==> config.mk <==
export PLATFORM = sky130hd
export DESIGN_NAME = lin2phys_walker
export DESIGN_NICKNAME = d
export VERILOG_FILES = /design/src/rtl/ptw_pkg.sv /design/src/rtl/ptw_perm_check.sv /design/src/rtl/ptw_walk_fsm.sv /design/src/rtl/ptw_resp_stage.sv /design/src/rtl/lin2phys_walker.sv
export SDC_FILE = /design/constraint.sdc
export NUM_CORES = 1
export LEC_CHECK = 0
export BUFFER_PORTS_ARGS = -buffer_cell sky130_fd_sc_hd__buf_2
export CORE_UTILIZATION = 25
export CTS_CLUSTER_DIAMETER = 30
export DETAILED_ROUTE_END_ITERATION = 7
export GPL_ROUTABILITY_DRIVEN = 1
export PLACE_DENSITY_LB_ADDON = 0.15
export SYNTH_ARGS = -nofsm -noshare
export SYNTH_HDL_FRONTEND = slang
export SYNTH_SLANG_ARGS = --single-unit
==> constraint.sdc <==
create_clock -name clk -period 4.5 [get_ports clk]
set_input_delay 0.675 -clock clk [delete_from_list [all_inputs] [get_ports clk]]
set_output_delay 0.675 -clock clk [all_outputs]
set_load 0.03 [all_outputs]
==> src/rtl/ptw_pkg.sv <==
package ptw_pkg;
  localparam int VA_W      = 32;
  localparam int DIR_IDX_W = 10;
  localparam int TBL_IDX_W = 10;
  localparam int OFS_W     = 12;
  localparam int ENT_LOG   = 2;
  localparam int FRAME_W   = VA_W - OFS_W;
  localparam int BIG_OFS_W = TBL_IDX_W + OFS_W;
  localparam int BIG_FRM_W = VA_W - BIG_OFS_W;
  localparam int CODE_W    = 3;

  localparam int BIT_PRESENT  = 0;
  localparam int BIT_WRITABLE = 1;
  localparam int BIT_USER     = 2;
  localparam int BIT_BIGPAGE  = 7;

  typedef enum logic [1:0] {ST_IDLE, ST_DIR, ST_TBL, ST_RESP} walk_state_t;

  function automatic logic [VA_W-1:0] dir_entry_addr(input logic [FRAME_W-1:0] base_frame,
                                                      input logic [VA_W-1:0] lin);
    return {base_frame, lin[VA_W-1 -: DIR_IDX_W], {ENT_LOG{1'b0}}};
  endfunction

  function automatic logic [VA_W-1:0] tbl_entry_addr(input logic [VA_W-1:0] pde,
                                                      input logic [VA_W-1:0] lin);
    return {pde[VA_W-1 -: FRAME_W], lin[OFS_W +: TBL_IDX_W], {ENT_LOG{1'b0}}};
  endfunction

  function automatic logic [VA_W-1:0] phys_small(input logic [VA_W-1:0] pte,
                                                  input logic [VA_W-1:0] lin);
    return {pte[VA_W-1 -: FRAME_W], lin[OFS_W-1:0]};
  endfunction

  function automatic logic [VA_W-1:0] phys_big(input logic [VA_W-1:0] pde,
                                                input logic [VA_W-1:0] lin);
    return {pde[VA_W-1 -: BIG_FRM_W], lin[BIG_OFS_W-1:0]};
  endfunction

  function automatic logic [CODE_W-1:0] fault_code(input logic present, input logic write,
                                                    input logic user);
    return {user, write, present};
  endfunction
endpackage

==> src/rtl/ptw_perm_check.sv <==
module ptw_perm_check
  import ptw_pkg::*;
(
  input  logic [VA_W-1:0] pde,
  input  logic [VA_W-1:0] pte,
  input  logic            use_tbl,
  input  logic            is_user,
  input  logic            is_write,
  output logic            present_ok,
  output logic            access_ok
);
  logic eff_wr;
  logic eff_us;

  always_comb begin
    present_ok = pde[BIT_PRESENT] & (~use_tbl | pte[BIT_PRESENT]);
    eff_wr     = pde[BIT_WRITABLE] & (~use_tbl | pte[BIT_WRITABLE]);
    eff_us     = pde[BIT_USER] & (~use_tbl | pte[BIT_USER]);
    // supervisor passes regardless of the writable and user bits
    access_ok  = ~is_user | (eff_us & (~is_write | eff_wr));
  end
endmodule

==> src/rtl/ptw_walk_fsm.sv <==
module ptw_walk_fsm
  import ptw_pkg::*;
(
  input  logic              clk,
  input  logic              rst_n,
  input  logic              paging_on,
  input  logic [VA_W-1:0]   dir_base,
  input  logic              req_valid,
  output logic              req_ready,
  input  logic [VA_W-1:0]   req_lin,
  input  logic              req_write,
  input  logic              req_user,
  output logic              mem_rd_req,
  output logic [VA_W-1:0]   mem_rd_addr,
  input  logic              mem_rd_valid,
  input  logic [VA_W-1:0]   mem_rd_data,
  output logic [VA_W-1:0]   chk_pde,
  output logic [VA_W-1:0]   chk_pte,
  output logic              chk_use_tbl,
  output logic              chk_user,
  output logic              chk_write,
  input  logic              present_ok,
  input  logic              access_ok,
  output logic              done,
  output logic              done_fault,
  output logic [VA_W-1:0]   done_phys,
  output logic [CODE_W-1:0] done_code,
  output logic [VA_W-1:0]   done_lin
);
  walk_state_t        state_q, state_d;
  logic [VA_W-1:0]    lin_q, pde_q;
  logic [FRAME_W-1:0] base_q;
  logic               wr_q, usr_q;

  // named walk events
  logic walk_start, bypass_hit, dir_done, dir_absent, dir_big, dir_descend, tbl_done;

  always_comb begin
    walk_start  = (state_q == ST_IDLE) & req_valid & paging_on;
    bypass_hit  = (state_q == ST_IDLE) & req_valid & ~paging_on;
    dir_done    = (state_q == ST_DIR) & mem_rd_valid;
    dir_absent  = dir_done & ~present_ok;
    dir_big     = dir_done & present_ok & mem_rd_data[BIT_BIGPAGE];
    dir_descend = dir_done & present_ok & ~mem_rd_data[BIT_BIGPAGE];
    tbl_done    = (state_q == ST_TBL) & mem_rd_valid;
  end

  assign req_ready   = (state_q == ST_IDLE);
  assign mem_rd_req  = (state_q == ST_DIR) | (state_q == ST_TBL);
  assign mem_rd_addr = (state_q == ST_TBL) ? tbl_entry_addr(pde_q, lin_q)
                                           : dir_entry_addr(base_q, lin_q);

  assign chk_use_tbl = (state_q == ST_TBL);
  assign chk_pde     = chk_use_tbl ? pde_q : mem_rd_data;
  assign chk_pte     = mem_rd_data;
  assign chk_user    = usr_q;
  assign chk_write   = wr_q;

  always_comb begin
    done       = bypass_hit | dir_absent | dir_big | tbl_done;
    done_fault = dir_absent | ((dir_big | tbl_done) & ~(present_ok & access_ok));
    done_lin   = bypass_hit ? req_lin : lin_q;
    if (bypass_hit)   done_phys = req_lin;
    else if (dir_big) done_phys = phys_big(mem_rd_data, lin_q);
    else              done_phys = phys_small(mem_rd_data, lin_q);
    done_code  = fault_code((dir_big | tbl_done) & present_ok, wr_q, usr_q);
  end

  always_comb begin
    state_d = state_q;
    unique case (state_q)
      ST_IDLE: if (walk_start) state_d = ST_DIR;
               else if (bypass_hit) state_d = ST_RESP;
      ST_DIR:  if (dir_descend) state_d = ST_TBL;
               else if (dir_done) state_d = ST_RESP;
      ST_TBL:  if (tbl_done) state_d = ST_RESP;
      ST_RESP: state_d = ST_IDLE;
      default: state_d = ST_IDLE;
    endcase
  end

  always_ff @(posedge clk or negedge rst_n) begin
    if (!rst_n) begin
      state_q <= ST_IDLE;
      lin_q   <= '0;
      pde_q   <= '0;
      base_q  <= '0;
      wr_q    <= 1'b0;
      usr_q   <= 1'b0;
    end else begin
      state_q <= state_d;
      if (walk_start) begin
        lin_q  <= req_lin;
        base_q <= dir_base[VA_W-1 -: FRAME_W];
        wr_q   <= req_write;
        usr_q  <= req_user;
      end
      if (dir_descend) pde_q <= mem_rd_data;
    end
  end

  assert_hold_read_R10: assert property (@(posedge clk) disable iff (!rst_n)
    (mem_rd_req && !mem_rd_valid) |=> (mem_rd_req && $stable(mem_rd_addr)));
  assert_walk_reads_R2: assert property (@(posedge clk) disable iff (!rst_n)
    walk_start |=> (mem_rd_req && mem_rd_addr[ENT_LOG-1:0] == '0));
  assert_absent_stops_R4: assert property (@(posedge clk) disable iff (!rst_n)
    dir_absent |=> !mem_rd_req);
  assert_big_one_read_R5: assert property (@(posedge clk) disable iff (!rst_n)
    dir_big |=> !mem_rd_req);
  assert_descend_reads_R3: assert property (@(posedge clk) disable iff (!rst_n)
    dir_descend |=> mem_rd_req);
endmodule

==> src/rtl/ptw_resp_stage.sv <==
module ptw_resp_stage
  import ptw_pkg::*;
(
  input  logic              clk,
  input  logic              rst_n,
  input  logic              done,
  input  logic              done_fault,
  input  logic [VA_W-1:0]   done_phys,
  input  logic [CODE_W-1:0] done_code,
  input  logic [VA_W-1:0]   done_lin,
  output logic              resp_valid,
  output logic              resp_fault,
  output logic [VA_W-1:0]   resp_phys,
  output logic [CODE_W-1:0] resp_err_code,
  output logic [VA_W-1:0]   resp_fault_lin
);
  always_ff @(posedge clk or negedge rst_n) begin
    if (!rst_n) begin
      resp_valid     <= 1'b0;
      resp_fault     <= 1'b0;
      resp_phys      <= '0;
      resp_err_code  <= '0;
      resp_fault_lin <= '0;
    end else begin
      resp_valid <= done;
      if (done) begin
        resp_fault     <= done_fault;
        resp_phys      <= done_fault ? '0 : done_phys;
        resp_err_code  <= done_fault ? done_code : '0;
        resp_fault_lin <= done_fault ? done_lin : '0;
      end
    end
  end

  assert_resp_pulse_R10: assert property (@(posedge clk) disable iff (!rst_n)
    resp_valid |=> !resp_valid);
  assert_super_only_absent_R8: assert property (@(posedge clk) disable iff (!rst_n)
    (resp_valid && resp_fault && !resp_err_code[2]) |-> !resp_err_code[0]);
endmodule

==> src/rtl/lin2phys_walker.sv <==
module lin2phys_walker
  import ptw_pkg::*;
(
  input  logic        clk,
  input  logic        rst_n,
  input  logic        paging_on,
  input  logic [31:0] dir_base,
  input  logic        req_valid,
  output logic        req_ready,
  input  logic [31:0] req_lin,
  input  logic        req_write,
  input  logic [1:0]  req_cpl,
  output logic        mem_rd_req,
  output logic [31:0] mem_rd_addr,
  input  logic        mem_rd_valid,
  input  logic [31:0] mem_rd_data,
  output logic        resp_valid,
  output logic        resp_fault,
  output logic [31:0] resp_phys,
  output logic [2:0]  resp_err_code,
  output logic [31:0] resp_fault_lin
);
  logic [VA_W-1:0]   chk_pde, chk_pte, done_phys, done_lin;
  logic              chk_use_tbl, chk_user, chk_write, present_ok, access_ok;
  logic              done, done_fault;
  logic [CODE_W-1:0] done_code;
  logic              req_user;

  assign req_user = (req_cpl != 2'd0);

  ptw_perm_check u_perm (
    .pde(chk_pde), .pte(chk_pte), .use_tbl(chk_use_tbl),
    .is_user(chk_user), .is_write(chk_write),
    .present_ok(present_ok), .access_ok(access_ok)
  );

  ptw_walk_fsm u_fsm (
    .clk(clk), .rst_n(rst_n), .paging_on(paging_on), .dir_base(dir_base),
    .req_valid(req_valid), .req_ready(req_ready), .req_lin(req_lin),
    .req_write(req_write), .req_user(req_user),
    .mem_rd_req(mem_rd_req), .mem_rd_addr(mem_rd_addr),
    .mem_rd_valid(mem_rd_valid), .mem_rd_data(mem_rd_data),
    .chk_pde(chk_pde), .chk_pte(chk_pte), .chk_use_tbl(chk_use_tbl),
    .chk_user(chk_user), .chk_write(chk_write),
    .present_ok(present_ok), .access_ok(access_ok),
    .done(done), .done_fault(done_fault), .done_phys(done_phys),
    .done_code(done_code), .done_lin(done_lin)
  );

  ptw_resp_stage u_resp (
    .clk(clk), .rst_n(rst_n), .done(done), .done_fault(done_fault),
    .done_phys(done_phys), .done_code(done_code), .done_lin(done_lin),
    .resp_valid(resp_valid), .resp_fault(resp_fault), .resp_phys(resp_phys),
    .resp_err_code(resp_err_code), .resp_fault_lin(resp_fault_lin)
  );

  assert_bypass_next_R1: assert property (@(posedge clk) disable iff (!rst_n)
    (req_valid && req_ready && !paging_on) |=> (resp_valid && !resp_fault && !mem_rd_req));
  assert_busy_not_ready_R10: assert property (@(posedge clk) disable iff (!rst_n)
    (mem_rd_req || resp_valid) |-> !req_ready);
endmodule

==> run metrics <==
Pleak=4.06 nW; Synth Area in Simple Gates=0.110; Final Total Pwr=6.88 mW; Place WS=1.66 ns; hold-fix buffers at CTS=0; xor/xnor share of the synthesized area=0; CP Max Fanout=39; sequential share of the synthesized area=0.532; # setup viols final=0; commonest cells in the netlist=dfrtp_1, mux2_2, nand2_1, o21ai_0, nand4_1; first drt pass iteration count=4; Synth async-reset ratio=1.00; leading area contributor after synthesis=dfrtp_1; Fmax=0.346 GHz; final hold violations=0; # H-tree levels=4; cts repair resizes=0; Core ar.=0.0271 mm2; minimum clock period=2.89 ns; Final Util=0.326; non-filler instance count after layout=1161; synth unique cells=46; fill count=2833; cell area after layout=0.00884 mm2; compound-cell area share of the yosys netlist=0.126; synthesized area per cell=11.4 um2; ranking of synthesized cells by area=dfrtp_1, mux2_2, nand2_1; crit path to=mem_rd_addr[18]; first-pass GRT wire length=34400 um; sw frac=0.426; Worst Path Arrival=2.21 ns; setup slack after layout=1.61 ns; Rel. slew slack=0.274; CTS buffer count=17; FF-to-FF setup slack=1.77 ns; CP Launch Type=flip-flop; WL/cell=19.1 um; CTS sink count=148; P_int=3.95 mW; Inst Count DP=1129; Worst Path Required=3.83 ns; final max-slew violation count=0; DR iter-0 viols=226; number of synthesized flops with an enable pin=0; Syn. warnings=0; crit path capture type=primary output; mux cell area share after synthesis=0.186; RD Place Congestion=0.748; number of synthesized register bits=148; Hold WS=0.275 ns; Area Growth Syn to Fin=27.0%; TritonCTS clock tree=yes; Worst Max-Slew Pin Slew=1.09 ns; Post-Syn Instances=611; area of the multi-input gates=0.00302 mm2; Setup TNS=0 ns; die height=169 um; root buf cell=clkbuf_16; hold crit path type=input pin to asynchronous set/reset pin; MaxCap Viol Count=0; Adder-Cell Fraction of Synth Area=0.00719; status=completed; layout cell share with drive strength beyond 1=0.431; Final ANT Viol Nets=0; row cnt=60; Area after DPL=0.00821 mm2; die area=0.0285 mm2; Gate power share=0.446; largest family of logic cells by synthesized area=multiplexers; flip-flop and latch area=0.00370 mm2; most common cell in the synthesized netlist=dfrtp_1; die width=169 um; Reg-to-Reg End=u_resp.resp_phys[4]; Clock Power Share=0.223; Post-CTS Setup Bufs=0; total track usage=0.162; GRT overflow=0; number of vias in the routed layout=5277; Clock Latency Late Sink=0.42 ns; worst reg-to-reg path cell count=8; synthesized area=0.00696 mm2; DPL Wire Length=14800 um; CP startpoint=u_fsm.state_q[0]; clk_skew=0.0119 ns; initial antenna violation count=2; Psw=2.93 mW; CTS max path bufs=2; Power Dens Cells=778 mW/mm2; CTS clk-pin slew, worst paths=0.07 ns; largest net degree at the start of global routing=80; antenna diode count=0; Worst VDD drop=343 uV; fin crit share=0.642; # DRC=0; Flop pwr share=0.331; worst r2r src=u_fsm.state_q[0]; Setup CP Type=flip-flop to primary output; RSZ-0062 raised after global routing=no; Top FF cell, synth=dfrtp_1; Vias/cell=4.55; IO buf count=184; top cell type's share of synthesized area=0.532; NumNets Final=884; initial core utilization=0.257; vias in the first global route=5479; I/O pins=207; overall routed net length=22200 um
[cell families (layout without fill, tap and decap cells)]
| logic type | after synthesis | count (layout) |
|---|---|---|
| buf+inv | 50 | 227 |
| fa+ha+maj | 4 | 4 |
| compound gates | 134 | 134 |
| other cells | 1 | 2 |
| mux | 116 | 116 |
| simple gates | 158 | 158 |
| flops | 148 | 148 |
[routing by layer]
layer / share of wire / up-vias / GRT usage
li1: - / 2523 / -
met1: 0.46 / 2590 / 0.217
met2: 0.46 / 147 / 0.254
met3: 0.069 / 17 / 0.0465
met4: 0.011 / 0 / 0.0439
met5: 0 / - / 0
[worst min path at each step]
stage | end | cells past startpoint | startpoint | slack [ns]
finish | u_resp.resp_fault_lin[9] | 1 | rst_n | 0.28
global route | u_resp.resp_fault_lin[9] | 1 | rst_n | 0.34
CTS | u_resp.resp_fault_lin[9] | 1 | rst_n | 0.33
detailed placement | u_resp.resp_fault | 2 | u_resp.resp_fault | 0.46
global placement | u_resp.resp_fault_lin[8] | 2 | u_resp.resp_fault_lin[8] | 0.46
floorplan | u_fsm.base_q[0] | 0 | rst_n | 0.38
[power groups by stage]
stage | Clock [mW] | Combinational (mW) | Sequential [mW]
floorplan | 0 | 1.82 | 2.62
global placement | 0 | 3.10 | 2.29
detailed placement | 0 | 3.12 | 2.30
CTS | 1.59 | 3.12 | 2.28
global route | 1.64 | 3.32 | 2.36
finish | 1.54 | 3.07 | 2.27
[placed cells by master, fill, tap and decap left out, drive strengths merged, types with 2 or more instances in the layout]
cell type,count
mux2i,11
nand2,86
buf,191
a21boi,11
nor2,12
nand3b,2
mux2,105
and2,23
a21oi,25
conb,2
o211ai,22
ha,4
nand2b,3
o21ai,44
clkbuf,20
dfrtp,148
clkinvlp,3
inv,9
nand4,24
bufinv,3
a22o,13
a31oi,10
nor3,2
[worst max-delay path, cell delays in order, from the launching register on]
cell and delay [ns]:
dfrtp_1 0.38, inv_1 0.13, ha_2 0.20, buf_4 0.45, mux2_2 0.41, buf_2 0.18
[flip-flops by register name, indices dropped and copies added, names as in the netlist]
register               count
u_fsm.lin_q               32
u_resp.resp_fault_lin     32
u_resp.resp_phys          32
u_fsm.pde_q               23
u_fsm.base_q              20
u_resp.resp_err_code       3
u_fsm.state_q              2
u_fsm.chk_user             1
u_fsm.chk_write            1
u_resp.resp_fault          1
u_resp.resp_valid          1
[area by class of cell]
class,count,share of cell area
clock buffers,20,0.0517
multi-input cells,414,0.342
inverters,4,0.00170
clock inverters,12,0.0190
flip-flops and latches,148,0.419
repair buffers,191,0.114
well taps,372,0.0527
(Power assumes the default switching activity.)
